**src/rtl/bus_card_pkg.sv**
```systemverilog
package bus_card_pkg;
  typedef struct packed {
    logic ctl_set;
    logic ctl_clr;
    logic flg_set;
    logic flg_clr;
    logic skip_set;
    logic skip_clr;
    logic wr;
    logic rd;
  } bus_cmd_t;

  // Pulse length in clock cycles for a given clock (kHz) and duration (ns).
  function automatic int unsigned pulse_cycles(input int unsigned khz, input int unsigned ns);
    longint unsigned prod;
    prod = longint'(khz) * longint'(ns);
    return int'(prod / 64'd1_000_000);
  endfunction

  function automatic logic skip_eval(input logic sel, input logic q_set,
                                     input logic q_clr, input logic flag);
    return sel & ((q_set & flag) | (q_clr & ~flag));
  endfunction
endpackage

```
**src/rtl/bcc_select.sv**
```systemverilog
module bcc_select
  import bus_card_pkg::*;
(
  input  logic     sel_upper,
  input  logic     sel_lower,
  input  logic     io_cycle,
  input  bus_cmd_t cmd_in,
  output logic     selected,
  output bus_cmd_t cmd_out
);
  assign selected = sel_upper & sel_lower & io_cycle;
  assign cmd_out  = selected ? cmd_in : '0;
endmodule

```
**src/rtl/bcc_reset_timer.sv**
```systemverilog
module bcc_reset_timer #(
  parameter int unsigned RST_CYCLES = 625
) (
  input  logic clk,
  input  logic rst_n,
  input  logic req,
  output logic pulse
);
  localparam int unsigned CW = $clog2(RST_CYCLES + 1);
  logic [CW-1:0] cnt;

  always_ff @(posedge clk or negedge rst_n) begin
    if (!rst_n)         cnt <= '0;
    else if (req)       cnt <= CW'(RST_CYCLES);
    else if (cnt != '0) cnt <= cnt - 1'b1;
  end

  assign pulse = (cnt != '0);
endmodule

```
**src/rtl/bcc_flags.sv**
```systemverilog
module bcc_flags
  import bus_card_pkg::*;
(
  input  logic     clk,
  input  logic     rst_n,
  input  logic     card_rst,
  input  bus_cmd_t cmd,
  input  logic     int_en,
  input  logic     prio_in_n,
  input  logic     flag_phase,
  input  logic     int_phase,
  input  logic     int_ack,
  input  logic     phase_t3,
  output logic     ctl_q,
  output logic     flag_q,
  output logic     lockout_q,
  output logic     arm_q,
  output logic     irq_q,
  output logic     srq_q,
  output logic     ack_hit
);
  logic fbuf_q;

  assign ack_hit = int_ack & phase_t3 & irq_q;

  always_ff @(posedge clk or negedge rst_n) begin
    if (!rst_n) begin
      ctl_q <= 1'b0; fbuf_q <= 1'b0; flag_q <= 1'b0;
      lockout_q <= 1'b1; arm_q <= 1'b0; irq_q <= 1'b0; srq_q <= 1'b0;
    end else if (card_rst) begin
      ctl_q <= 1'b0; fbuf_q <= 1'b0; flag_q <= 1'b0;
      lockout_q <= 1'b1; arm_q <= 1'b0; irq_q <= 1'b0; srq_q <= 1'b0;
    end else begin
      if (cmd.ctl_clr)      ctl_q <= 1'b0;
      else if (cmd.ctl_set) ctl_q <= 1'b1;
      if (cmd.ctl_set) begin
        lockout_q <= 1'b0;
        arm_q     <= 1'b1;
      end
      if (ack_hit || cmd.flg_clr) fbuf_q <= 1'b0;
      else if (cmd.flg_set)       fbuf_q <= 1'b1;
      if (flag_phase) flag_q <= fbuf_q;
      if (ack_hit)        irq_q <= 1'b0;
      else if (int_phase) irq_q <= ctl_q & flag_q & int_en & prio_in_n & ~lockout_q;
      if (int_phase) srq_q <= flag_q;
    end
  end
endmodule

```
**src/rtl/bus_card_ctrl.sv**
```systemverilog
module bus_card_ctrl
  import bus_card_pkg::*;
#(
  parameter int unsigned CLK_KHZ  = 125000,
  parameter int unsigned PULSE_NS = 5000
) (
  input  logic clk,
  input  logic rst_n,
  input  logic sel_upper,
  input  logic sel_lower,
  input  logic io_cycle,
  input  logic out_stb,
  input  logic in_stb,
  input  logic skip_set_q,
  input  logic skip_clr_q,
  input  logic ctl_set,
  input  logic ctl_clr,
  input  logic flg_set,
  input  logic flg_clr,
  input  logic prio_in_n,
  input  logic int_en,
  input  logic flag_phase,
  input  logic int_phase,
  input  logic int_ack,
  input  logic phase_t3,
  input  logic bus_clear,
  input  logic soft_rst_bit,
  input  logic pwr_preset,
  output logic data_wr_stb,
  output logic data_rd_stb,
  output logic skip_out,
  output logic card_rst,
  output logic irq_out,
  output logic srq_out,
  output logic prio_out_n
);
  localparam int unsigned RST_CYCLES = pulse_cycles(CLK_KHZ, PULSE_NS);

  bus_cmd_t raw_cmd, gated_cmd;
  logic selected, rst_req, ctl_q, flag_q, lockout_q, arm_q, ack_hit;

  assign raw_cmd = '{ctl_set: ctl_set, ctl_clr: ctl_clr, flg_set: flg_set,
                     flg_clr: flg_clr, skip_set: skip_set_q, skip_clr: skip_clr_q,
                     wr: out_stb, rd: in_stb};

  bcc_select u_sel (
    .sel_upper(sel_upper), .sel_lower(sel_lower), .io_cycle(io_cycle),
    .cmd_in(raw_cmd), .selected(selected), .cmd_out(gated_cmd)
  );

  assign rst_req = pwr_preset | bus_clear | (soft_rst_bit & arm_q);

  bcc_reset_timer #(.RST_CYCLES(RST_CYCLES)) u_tmr (
    .clk(clk), .rst_n(rst_n), .req(rst_req), .pulse(card_rst)
  );

  bcc_flags u_flags (
    .clk(clk), .rst_n(rst_n), .card_rst(card_rst), .cmd(gated_cmd),
    .int_en(int_en), .prio_in_n(prio_in_n), .flag_phase(flag_phase),
    .int_phase(int_phase), .int_ack(int_ack), .phase_t3(phase_t3),
    .ctl_q(ctl_q), .flag_q(flag_q), .lockout_q(lockout_q), .arm_q(arm_q),
    .irq_q(irq_out), .srq_q(srq_out), .ack_hit(ack_hit)
  );

  assign data_wr_stb = gated_cmd.wr;
  assign data_rd_stb = gated_cmd.rd;
  assign skip_out    = skip_eval(selected, gated_cmd.skip_set, gated_cmd.skip_clr, flag_q);
  assign prio_out_n  = ~(~prio_in_n | irq_out);
endmodule

```
**config.mk**
```make
export PLATFORM = sky130hd
export DESIGN_NAME = bus_card_ctrl
export DESIGN_NICKNAME = d
export VERILOG_FILES = /design/src/rtl/bus_card_pkg.sv /design/src/rtl/bcc_select.sv /design/src/rtl/bcc_reset_timer.sv /design/src/rtl/bcc_flags.sv /design/src/rtl/bus_card_ctrl.sv
export SDC_FILE = /design/constraint.sdc
export NUM_CORES = 1
export LEC_CHECK = 0
export BUFFER_PORTS_ARGS = -buffer_cell sky130_fd_sc_hd__buf_2
export CAP_MARGIN = 10
export CORE_MARGIN = 8
export CORE_UTILIZATION = 40
export CTS_CLUSTER_DIAMETER = 50
export CTS_CLUSTER_SIZE = 25
export DETAILED_ROUTE_END_ITERATION = 16
export PLACE_DENSITY = 0.65
export SLEW_MARGIN = 15
export SYNTH_ARGS = -nofsm -noshare
export SYNTH_HDL_FRONTEND = slang
export SYNTH_SLANG_ARGS = --single-unit
```
**constraint.sdc**
```tcl
create_clock -name clk -period 1.9 [get_ports clk]
set_input_delay 0.19 -clock clk [delete_from_list [all_inputs] [get_ports clk]]
set_output_delay 0.19 -clock clk [all_outputs]
set_load 0.02 [all_outputs]
```
== Yosys cells after proc, flatten, opt, wreduce, memory -nomap -nowiden ==
Cells that the tools add are included.

* Register bits after elaboration: 17
* Bits of input ports: 22
* Output and inout port bits: 7
* Word-level logic and storage cells: 57

* Add/sub/neg operators: 1
* Mux-type cells: 19
* Bitwise gates (word level): 20
* Reductions and logical operators: 9

{| class="wikitable"
|+ Operators by type and width
! kind !! count
|-
| $mux 10 || 2
|-
| $mux 1 || 16
|-
| $and 1x1->1 || 12
|-
| $reduce_bool 10->1 || 1
|-
| $sub 10x1->10 const B || 1
|-
| $reduce_bool 3->1 || 3
|-
| $mux 8 || 1
|-
| $reduce_bool 2->1 || 4
|-
| $not 1->1 || 4
|-
| $or 1x1->1 || 4
|-
| $logic_or 1x1->1 || 1
|}

== Logic depth before layout (Yosys ltp) ==
Gate-level depths: netlist (run 1).

* Depth in word-level cells: 7
* Depth in mapped cells: 7
* Mapped depth without buffers: 6

== Cells and area by module ==
From an unflattened synthesis (run 1), not the netlist that was laid out.

* Cell total of the unflattened synthesis: 93
* Area total of the unflattened synthesis: 952.2 um^2

{| class="wikitable"
|+ Modules (own cells, without submodules)
! module !! times used !! cells an instance !! area each (um^2) !! seq. area each (um^2)
|-
| bcc_reset_timer || 1 || 55 || 550.5 || 250.2
|-
| bcc_flags || 1 || 25 || 292.8 || 176.4
|-
| bcc_select || 1 || 9 || 77.6 || 0.0
|-
| bus_card_ctrl || 1 || 4 || 31.3 || 0.0
|}

== Worst setup path before layout (run 1) ==
No wires, ideal clock.

* Path type: flip-flop to flip-flop
* Start point: reg u_tmr.cnt[0]
* End point: reg u_tmr.cnt[3]
* Library setup time: 0.123 ns
* Data arrival time: 1.560 ns
* Required time: 1.777 ns
* Path slack: 0.217 ns
* Cell stages (with the launch flop): 7
* Buffers on the path: 0
* Period minus slack after synthesis: 1.683 ns
* Cells stage by stage: dfrtp_1 > inv_1 > ha_1 > or4b_4 > o31ai_2 > xor2_1 > nor2_1

* Word-level cells in the longest chain between the ends: 3
* Elaborated cells on any way between the ends: 5
* Classes of those cells: add/sub (1); mux (2); reduce/logical (2)

{| class="wikitable"
|+ Ends and longest elaborated chain
! element !! RTL line !! RTL
|-
| from (decl) || bcc_reset_timer.sv:10 || <nowiki>logic [CW-1:0] cnt;</nowiki>
|-
| from (signal assigned) || bcc_reset_timer.sv:14 || <nowiki>else if (req) cnt <= CW'(RST_CYCLES);</nowiki>
|-
| from (signal assigned) || bcc_reset_timer.sv:15 || <nowiki>else if (cnt != '0) cnt <= cnt - 1'b1;</nowiki>
|-
| $sub 10x1->10 || bcc_reset_timer.sv:15 ||
|-
| $mux 10 || bcc_reset_timer.sv:15 ||
|-
| $mux 10 || bcc_reset_timer.sv:14 ||
|}

Several ways; a longest one is shown, not always the timed one. The select of a mux whose other input is x is not followed.
A chain may end at the register's enable or synchronous reset.

== Final worst setup path (run 1) ==
* Start point: reg u_tmr.cnt[1]
* End point: reg u_tmr.cnt[6]

Same word-level chain as after synthesis.

==> results of run 1 <==
how the worst max path moves through the flow:
stage                             from        endpoint  slack (ns)  depth (start not counted)
after floorplan           u_tmr.cnt[0]    u_tmr.cnt[3]        0.22                          6
after global placement    u_tmr.cnt[1]  u_flags.fbuf_q        0.13                          5
after detailed placement  u_tmr.cnt[1]  u_flags.fbuf_q        0.04                          5
after CTS                 u_tmr.cnt[1]    u_tmr.cnt[6]        0.06                          6
after global routing      u_tmr.cnt[1]    u_tmr.cnt[6]       0.003                          6
final                     u_tmr.cnt[1]    u_tmr.cnt[6]        0.11                          6
sequential cells by signal, indices dropped and copies added, names as in the netlist:
name,flops
u_flags.flag_q,1
u_tmr.cnt,10
u_flags.fbuf_q,1
u_flags.lockout_q,1
u_flags.irq_q,1
u_flags.arm_q,1
u_flags.ctl_q,1
u_flags.srq_q,1
layout make-up:
class	instances	area [sq um]	share of cell area, %
clock buffers	3	22.52	1.909
clock inverters	1	7.507	0.6363
inverters	4	15.01	1.273
multi-input cells	69	493.0	41.78
flip-flops and latches	17	426.7	36.16
well taps	28	35.03	2.969
repair buffers	33	180.2	15.27
report_power, final:
part / internal (W) / switching (W) / total (W) / leakage [nW]
logic: 0.0000359 / 0.0000369 / 0.0000729 / 0.280
registers: 0.000366 / 0.00000589 / 0.000372 / 0.209
clock network: 0.0000802 / 0.000121 / 0.000202 / 0.0139
metal layers:
metal  vias up  track usage [%]  routed length, microns
li1        403                -                       -
met1       367            11.76                     920
met2        14            18.32                    1042
met3         4            1.916                      62
met4         0            5.995                      43
met5         -                0                       0
cells in the mapped netlist (4+ instances only):
library cell,count
nand2_1,9
dfrtp_1,16
nor2_1,11
mux2i_1,4
and3_1,4
inv_1,4
a21oi_1,7
per-stage QoR:
stage	instances	setup slack, ns
after floorplan	92	0.2170
after global placement	148	0.1315
after CTS	155	0.06467
after global routing	155	0.002816
final	155	0.1096
after detailed placement	148	0.04330
repair_timing:
item | in CTS | in global routing
resized for setup | 2 | 1
cloned | 0 | 0
endpoints found under the setup margin | 1 | 4
hold buffers | 1 | 0
hold endpoints to repair | 16 | 0
pin swaps | 1 | 0
buffers inserted | 2 | 0
logic make-up after synthesis:
family                     after synthesis
adders and majority gates                1
muxes                                    4
AOI/OAI and AO/OA                       19
and+or+nand+nor                         42
xor gates and xnor gates                 3
buffers and inverters                    6
DFF                                     17
critical path: cells and delay by family (launching register included):
| kind | cells | cell delay, ns |
|---|---|---|
| adders and majority gates | 1 | 0.21 |
| and+or+nand+nor | 2 | 0.57 |
| xor gates and xnor gates | 1 | 0.15 |
| DFF | 1 | 0.41 |
| buffers and inverters | 1 | 0.06 |
| AOI/OAI and AO/OA | 1 | 0.24 |
==> results.json, run 1 <==
{
  "status": "finished clean",
  "synth_cell_types": 35,
  "io_pins": 29,
  "clock_skew_ns": 0.01071,
  "detail_route.first_pass.iterations": 4,
  "synthesis.nets": 115,
  "regToRegSetupSlack_ns": 0.11,
  "drc": 0,
  "die_w_microns": 64.15,
  "avgSynthCellArea_sq_um": 10.08,
  "yosysSeqAreaShare_pct": 46.02,
  "layout_common_cells": "buf_2, dfrtp_1, nor2_1, nand2_1, a21oi_1",
  "cts_tree": "yes",
  "setup_viol": 0,
  "nFillCells": 208,
  "fin_nets": 151,
  "syn_inst": 92,
  "layout-drive-gt1-share_pct": 37.80,
  "io_buffers": 28,
  "rows": 17,
  "endpoint_kind": "flip-flop",
  "rsz0062_at_grt": "false",
  "grt_start_max_net_pins": 18,
  "cp.required_ns": 2.05,
  "antennaDiodeCount": 0,
  "vias_per_cell": 5.084,
  "synth_flop_cell": "dfrtp_1",
  "ir_drop_uv": 428.2,
  "ys_seq_elements": 17,
  "grt_pass1_wl_mm": 3.512,
  "slowest_stage": "or4b_4",
  "synthTopCellsByArea": "dfrtp_1, nor2_1, mux2i_1",
  "drtIter0Drc": 10,
  "final_common_cell": "buf_2",
  "min_from": "ctl_clr",
  "hold_class": "in2reg",
  "syn_area_sq_um": 927.1,
  "synth_top_family_by_area": "simple AND/OR/NAND/NOR gates",
  "max_freq_ghz": 0.5585,
  "report.final.slew_viol_count": 0,
  "core_sq_um": 2212,
  "dpl.hpwl_mm": 1.580,
  "slowest_delay_ns": 0.50,
  "cts_root_buffer": "clkbuf_4",
  "power_w": 0.0006461,
  "vias": 788,
  "synthSimpleGateAreaFrac_pct": 27.26,
  "ys_warn_count": 0,
  "maxCapViolCount": 0,
  "final_util_pct": 53.34,
  "cp_max_fo": 5,
  "wl_per_cell_microns": 13.35,
  "whs_path_depth": 2,
  "place.gp.congestion": 0.8289,
  "r2r-end": "u_tmr.cnt[6]",
  "whs_endpoint": "u_flags.ctl_q",
  "power.leakage_nw": 0.5025,
  "clock_tree.buffer_depth": 2,
  "yosys.area_share.adder_pct": 1.350,
  "worstPathCellList": "inv_1 -> ha_2 -> or4b_4 -> a211oi_2 -> xnor2_1 -> nand2_1",
  "cts_buffers": 3,
  "reg2reg_from": "u_tmr.cnt[1]",
  "die_h_microns": 64.15,
  "synthMuxAreaShare_pct": 4.318,
  "gr-total-overflow": 0,
  "synth_top_area_share_pct": 43.18,
  "synth_xor_area_share_pct": 2.834,
  "start_util_pct": 41.91,
  "synth_area_leader_cell": "dfrtp_1",
  "setup_tns_ns": 0,
  "clkSinkCount": 17,
  "postRouteAntennaNets": 0,
  "crit_arrival_ns": 1.95,
  "finalHoldViolations": 0,
  "cp-start-kind": "flip-flop",
  "placed_area_sq_um": 1106,
  "wl_mm": 2.069,
  "final_area_sq_um": 1180,
  "powerDensity_nw_per_um2": 547.6,
  "hold_slack_ns": 0.04235,
  "slew_headroom_pct": 55.36,
  "synth-compound-area-share_pct": 15.38,
  "reg2reg_depth": 6,
  "dieArea_sq_um": 4115,
  "async_flop_share_pct": 100.0,
  "antenna_found_initial": 0,
  "worstSetupPathType": "reg2reg",
  "insertion_delay_ns": 0.30,
  "fin_crit_sh_pct": 94.23,
  "worstMarginPinSlew_ns": 0.6655,
  "area_growth_pct": 27.26,
  "grt_pass1_vias": 794,
  "synth-edff-count": 0,
  "track_usage_pct": 10.51,
  "period_minus_slack_ns": 1.790,
  "cts_max_level": 1,
  "clkTransAtPathRegs_ns": 0.11
}
Note: power is estimated with default switching activity, not from simulation.
==> run 2: changes to the inputs <==
--- a/config.mk
+++ b/config.mk
@@ -9,10 +9,12 @@
 export CAP_MARGIN = 10
 export CORE_MARGIN = 8
 export CORE_UTILIZATION = 40
+export CTS_BUF_LIST = sky130_fd_sc_hd__clkbuf_16
 export CTS_CLUSTER_DIAMETER = 50
 export CTS_CLUSTER_SIZE = 25
 export DETAILED_ROUTE_END_ITERATION = 16
 export PLACE_DENSITY = 0.65
+export REMOVE_ABC_BUFFERS = 1
 export SLEW_MARGIN = 15
 export SYNTH_ARGS = -nofsm -noshare
 export SYNTH_HDL_FRONTEND = slang
==> results.json, run 2 (synthesized netlist as in run 1, its figures left out) <==
{
  "slowest_delay_ns": 0.41,
  "clock_tree.buffer_depth": 2,
  "layout_common_cells": "buf_2, dfrtp_1, nor2_1, nand2_1, a21oi_1",
  "postRouteAntennaNets": 0,
  "fin_nets": 149,
  "io_buffers": 28,
  "clock_skew_ns": 0.003791,
  "vias_per_cell": 5.464,
  "cp-start-kind": "flip-flop",
  "cp_top_family": "buffers and inverters",
  "report.final.slew_viol_count": 0,
  "largest_reg_flops": 10,
  "slowest_stage": "dfrtp_1",
  "endpoint_kind": "primary output",
  "worstPathCellList": "inv_1 -> ha_4 -> nor4b_4 -> nand3_2 -> buf_6 -> buf_2",
  "cts_tree": "yes",
  "clkTransAtPathRegs_ns": 0.05,
  "reg2reg_from": "u_tmr.cnt[0]",
  "area_growth_pct": 31.58,
  "maxCapViolCount": 0,
  "dpl.hpwl_mm": 1.623,
  "place.gp.congestion": 0.7675,
  "r2r-end": "u_tmr.cnt[6]",
  "setup_viol": 0,
  "drtIter0Drc": 7,
  "final_common_cell": "buf_2",
  "crit_arrival_ns": 1.64,
  "whs_endpoint": "u_flags.fbuf_q",
  "grt_start_max_net_pins": 18,
  "powerDensity_nw_per_um2": 708.4,
  "core_sq_um": 2212,
  "wl_mm": 2.230,
  "dieArea_sq_um": 4115,
  "nFillCells": 224,
  "vias": 836,
  "worstMarginPinSlew_ns": 0.6415,
  "die_h_microns": 64.15,
  "cp_max_fo": 16,
  "gr-total-overflow": 0,
  "antenna_found_initial": 0,
  "cp.required_ns": 1.71,
  "power_w": 0.0008642,
  "cp.depth": 6,
  "grt_pass1_wl_mm": 3.574,
  "finalHoldViolations": 0,
  "max_freq_ghz": 0.5474,
  "setup_tns_ns": 0,
  "antennaDiodeCount": 0,
  "min_from": "flg_clr",
  "slew_headroom_pct": 56.98,
  "regToRegSetupSlack_ns": 0.12,
  "wl_per_cell_microns": 14.58,
  "clkSinkCount": 17,
  "insertion_delay_ns": 0.25,
  "regMostFlops": "u_tmr.cnt",
  "drc": 0,
  "cts_root_buffer": "clkbuf_16",
  "start_util_pct": 41.91,
  "worstSetupPathType": "reg2out",
  "rows": 17,
  "power.leakage_nw": 0.5259,
  "whs_path_depth": 2,
  "die_w_microns": 64.15,
  "period_minus_slack_ns": 1.827,
  "cts_max_level": 1,
  "fin_crit_sh_pct": 96.15,
  "hold_class": "in2reg",
  "status": "finished clean",
  "path_buf_inv": 3,
  "layout-drive-gt1-share_pct": 36.00,
  "detail_route.first_pass.iterations": 4,
  "final_util_pct": 55.15,
  "reg2reg_depth": 6,
  "grt_pass1_vias": 813,
  "ir_drop_uv": 684.8,
  "track_usage_pct": 10.59,
  "cts_buffers": 3,
  "io_pins": 29
}
[run 2: how the worst max path moves through the flow]
stage,from,end,slack [ns]
finish,u_tmr.cnt[0],card_rst,0.07
global route,u_tmr.cnt[0],card_rst,-0.008
floorplan,u_tmr.cnt[0],u_flags.fbuf_q,0.11
detailed placement,u_tmr.cnt[0],u_tmr.cnt[6],0.1
CTS,u_tmr.cnt[0],card_rst,0.01
global placement,u_tmr.cnt[0],u_flags.fbuf_q,0.15
[run 2: report_power, final]
part / switching, W / leakage, nW / internal, W / total, W
logic: 0.0000373 / 0.275 / 0.0000362 / 0.0000735
clock network: 0.000138 / 0.0423 / 0.000279 / 0.000417
registers: 0.00000678 / 0.209 / 0.000367 / 0.000373
total: 0.000182 / 0.526 / 0.000682 / 0.000864
[run 2: area by class of cell]
cell class	instances	area [sq um]	share of cell area (%)
Clock buffer	3	75.07	6.154
Clock inverter	1	3.754	0.3077
Inverter	4	15.01	1.231
Multi-Input combinational cell	69	495.5	40.62
Sequential cell	17	426.7	34.97
Tap cell	28	35.03	2.872
Timing Repair Buffer	31	168.9	13.85
[run 2: stage by stage]
| step | setup WS, ns | cells | hold WS (ns) | instance area [sq um] |
|---|---|---|---|---|
| 6_report | 0.07321 | 153 | 0.1171 | 1220 |
| 5_1_grt | -0.008422 | 153 | 0.1182 | 1220 |
| 4_1_cts | 0.01207 | 153 | 0.1174 | 1206 |
| 3_5_place_dp | 0.09656 | 147 | 0.1346 | 1099 |
| 3_3_place_gp | 0.1543 | 147 | 0.1348 | 1099 |
| 2_1_floorplan | 0.1092 | 90 | -0.1056 | 915.9 |
[run 2: timing repair]
action,CTS,global route
pin swaps,0,0
resized for setup,2,2
hold endpoints to repair,16,0
endpoints found under the setup margin,1,4
buffers inserted,1,0
hold buffers,1,0
cloned,0,0
[run 2: metal layers]
metal / global-route usage, % / wire, microns / up-vias / part of all wire (%)
met5: 0 / 0 / - / 0
met3: 2.962 / 104 / 12 / 4.7
li1: - / - / 396 / -
met4: 4.087 / 50 / 0 / 2.2
met2: 18.19 / 1137 / 27 / 51
met1: 12.19 / 938 / 401 / 42
==> run 3: changes to the inputs <==
--- a/config.mk
+++ b/config.mk
@@ -13,9 +13,9 @@
 export CTS_CLUSTER_DIAMETER = 50
 export CTS_CLUSTER_SIZE = 25
 export DETAILED_ROUTE_END_ITERATION = 16
-export PLACE_DENSITY = 0.65
 export REMOVE_ABC_BUFFERS = 1
 export SLEW_MARGIN = 15
 export SYNTH_ARGS = -nofsm -noshare
 export SYNTH_HDL_FRONTEND = slang
+export SYNTH_HIERARCHICAL = 1
 export SYNTH_SLANG_ARGS = --single-unit
==> results.json, run 3 <==
{
  "rsz0062_at_grt": "true",
  "synth_flop_cell": "dfrtp_1",
  "ys_seq_elements": 17,
  "grt_start_max_net_pins": 18,
  "hold_class": "in2reg",
  "fin_nets": 165,
  "dieArea_sq_um": 4198,
  "core_sq_um": 2233,
  "synthTopCellsByArea": "dfrtp_1, and4_1, nor2_1",
  "status": "finished, violations left",
  "powerDensity_nw_per_um2": 622.7,
  "antennaDiodeCount": 0,
  "max_freq_ghz": 0.5019,
  "detail_route.first_pass.iterations": 4,
  "grt_pass1_wl_mm": 4.002,
  "slowest_delay_ns": 0.54,
  "layout-drive-gt1-share_pct": 48.94,
  "synth-edff-count": 0,
  "power.leakage_nw": 0.6199,
  "layout_common_cells": "buf_2, dfrtp_1, buf_4, nor2_1, and4_1",
  "wl_met1_mm": 1.179,
  "io_buffers": 28,
  "cp.required_ns": 2.08,
  "async_flop_share_pct": 100.0,
  "slew_headroom_pct": 73.77,
  "wl_mm": 2.399,
  "wl_met2_mm": 1.121,
  "gr-total-overflow": 0,
  "drtIter0Drc": 25,
  "worstMarginPinSlew_ns": 0.3935,
  "place.gp.congestion": 0.8294,
  "nFillCells": 206,
  "vias_per_cell": 5.302,
  "yosysSeqAreaShare_pct": 44.81,
  "worstPathCellList": "buf_4 -> or4_4 -> or4_4 -> or3_1 -> a21oi_2",
  "area_growth_pct": 49.28,
  "die_w_microns": 64.79,
  "synth_area_leader_cell": "dfrtp_1",
  "endpoint_kind": "flip-flop",
  "cts_root_buffer": "clkbuf_16",
  "setup_viol": 3,
  "final_common_cell": "buf_2",
  "netlist_top_cells_count": "dfrtp_1, nor2_1, and4_1",
  "crit_arrival_ns": 2.17,
  "dpl.hpwl_mm": 1.715,
  "clkSinkCount": 17,
  "cp_top_family": "simple AND/OR/NAND/NOR gates",
  "fin_ws_ns": -0.09235,
  "avgSynthCellArea_sq_um": 10.24,
  "die_h_microns": 64.79,
  "period_minus_slack_ns": 1.992,
  "io_pins": 29,
  "hold_slack_ns": 0.2184,
  "synth_top_area_share_pct": 42.05,
  "violations": "setup timing",
  "clkTransAtPathRegs_ns": 0.05,
  "cp_max_fo": 3,
  "path_buf_inv": 1,
  "worstSetupPathType": "reg2reg",
  "largest_reg_flops": 10,
  "finalHoldViolations": 0,
  "track_usage_pct": 11.65,
  "final_area_sq_um": 1421,
  "fin_crit_sh_pct": 104.9,
  "regMostFlops": "u_tmr/cnt",
  "clock_tree.buffer_depth": 2,
  "syn_inst": 93,
  "cts_buffers": 3,
  "ir_drop_uv": 567.8,
  "placed_area_sq_um": 1206,
  "start_util_pct": 42.63,
  "vias": 896,
  "dp_slack_ns": -0.1147,
  "crit_top_cell": "or4_4",
  "maxCapViolCount": 0,
  "setup_tns_ns": -0.1841,
  "clock_skew_ns": 0.005113,
  "grt_pass1_vias": 921,
  "synth_cell_types": 39,
  "wl_per_cell_microns": 14.20,
  "insertion_delay_ns": 0.25,
  "highest_layer": "met4",
  "cts_tree": "yes",
  "syn_area_sq_um": 952.2,
  "yosysMostFrequentCell": "dfrtp_1",
  "ys_warn_count": 6,
  "cts_max_level": 1,
  "power_w": 0.0008850,
  "drc": 0,
  "postRouteAntennaNets": 0,
  "rows": 17,
  "cp-start-kind": "flip-flop",
  "slowest_stage": "or4_4",
  "wl_met3_microns": 71,
  "antenna_found_initial": 0,
  "report.final.slew_viol_count": 0
}
run 3: cell count changes after synthesis, sizes merged, moves of 3 or more:
cell,change
and4,+8
nand2,-6
nand2b,+3
or3,+3
a211oi,-3
run 3: layer usage:
| layer | GRT usage (%) | up-vias |
|---|---|---|
| li1 | - | 440 |
| met1 | 15.44 | 428 |
| met2 | 17.89 | 26 |
| met3 | 2.405 | 2 |
| met4 | 4.905 | 0 |
| met5 | 0 | - |
run 3: layout make-up:
cell class	count	area, sq um	share of cell area, %
clock buffer	3	75.07	5.282
clock inverter	1	5.005	0.3521
inverter	6	22.52	1.585
multi-input combinational	69	556.8	39.17
sequential	17	426.7	30.02
tap	28	35.03	2.465
timing repair buffer	45	300.3	21.13
run 3: kinds of logic after synthesis:
| logic type | Yosys count | share of synthesized area [%] |
|---|---|---|
| simple gates | 48 | 35.74 |
| compound gates | 14 | 9.463 |
| xor+xnor | 3 | 2.760 |
| mux | 3 | 3.154 |
| flops | 17 | 44.81 |
| fa+ha+maj | 1 | 1.314 |
| buf+inv | 7 | 2.759 |
run 3: repair_timing:
item | in CTS | in global routing
hold endpoints to repair | 16 | 0
setup buffers | 3 | 2
setup endpoints to repair | 7 | 9
pin swaps | 3 | 4
resized for setup | 9 | 11
hold buffers | 1 | 0
run 3: path summary, 6_finish.rpt:
kind	start	end	slack, ns	cells after the start
max in group asynchronous	rst_n	u_flags/lockout_q	1.18	2
setup reg to reg	u_tmr/cnt[0]	u_tmr/cnt[7]	-0.09	5
setup / recovery	u_tmr/cnt[0]	u_tmr/cnt[7]	-0.09	5
hold / removal	flag_phase	u_flags/flag_q	0.22	3
min in group asynchronous	rst_n	u_tmr/cnt[7]	0.40	2
hold reg to reg	u_flags/arm_q	u_flags/arm_q	0.50	2
run 3: power breakdown:
part	switching [W]	leakage, nW	internal [W]
Sequential	0.00000289	0.209	0.000367
Clock	0.000140	0.0409	0.000282
Combinational	0.0000445	0.370	0.0000490
run 3: stage by stage:
step	util (%)	instances
after CTS	60.39	167
after floorplan	-	92
final	63.64	169
after detailed placement	54.01	159
after global placement	54.01	159
after global routing	63.64	169
run 3: worst register-to-register path, delay by kind of cell (launching register included):
family | cells | cell delay (ns)
DFF | 1 | 0.38
and+or+nand+nor | 3 | 1.29
buffers and inverters | 1 | 0.14
AOI/OAI and AO/OA | 1 | 0.11
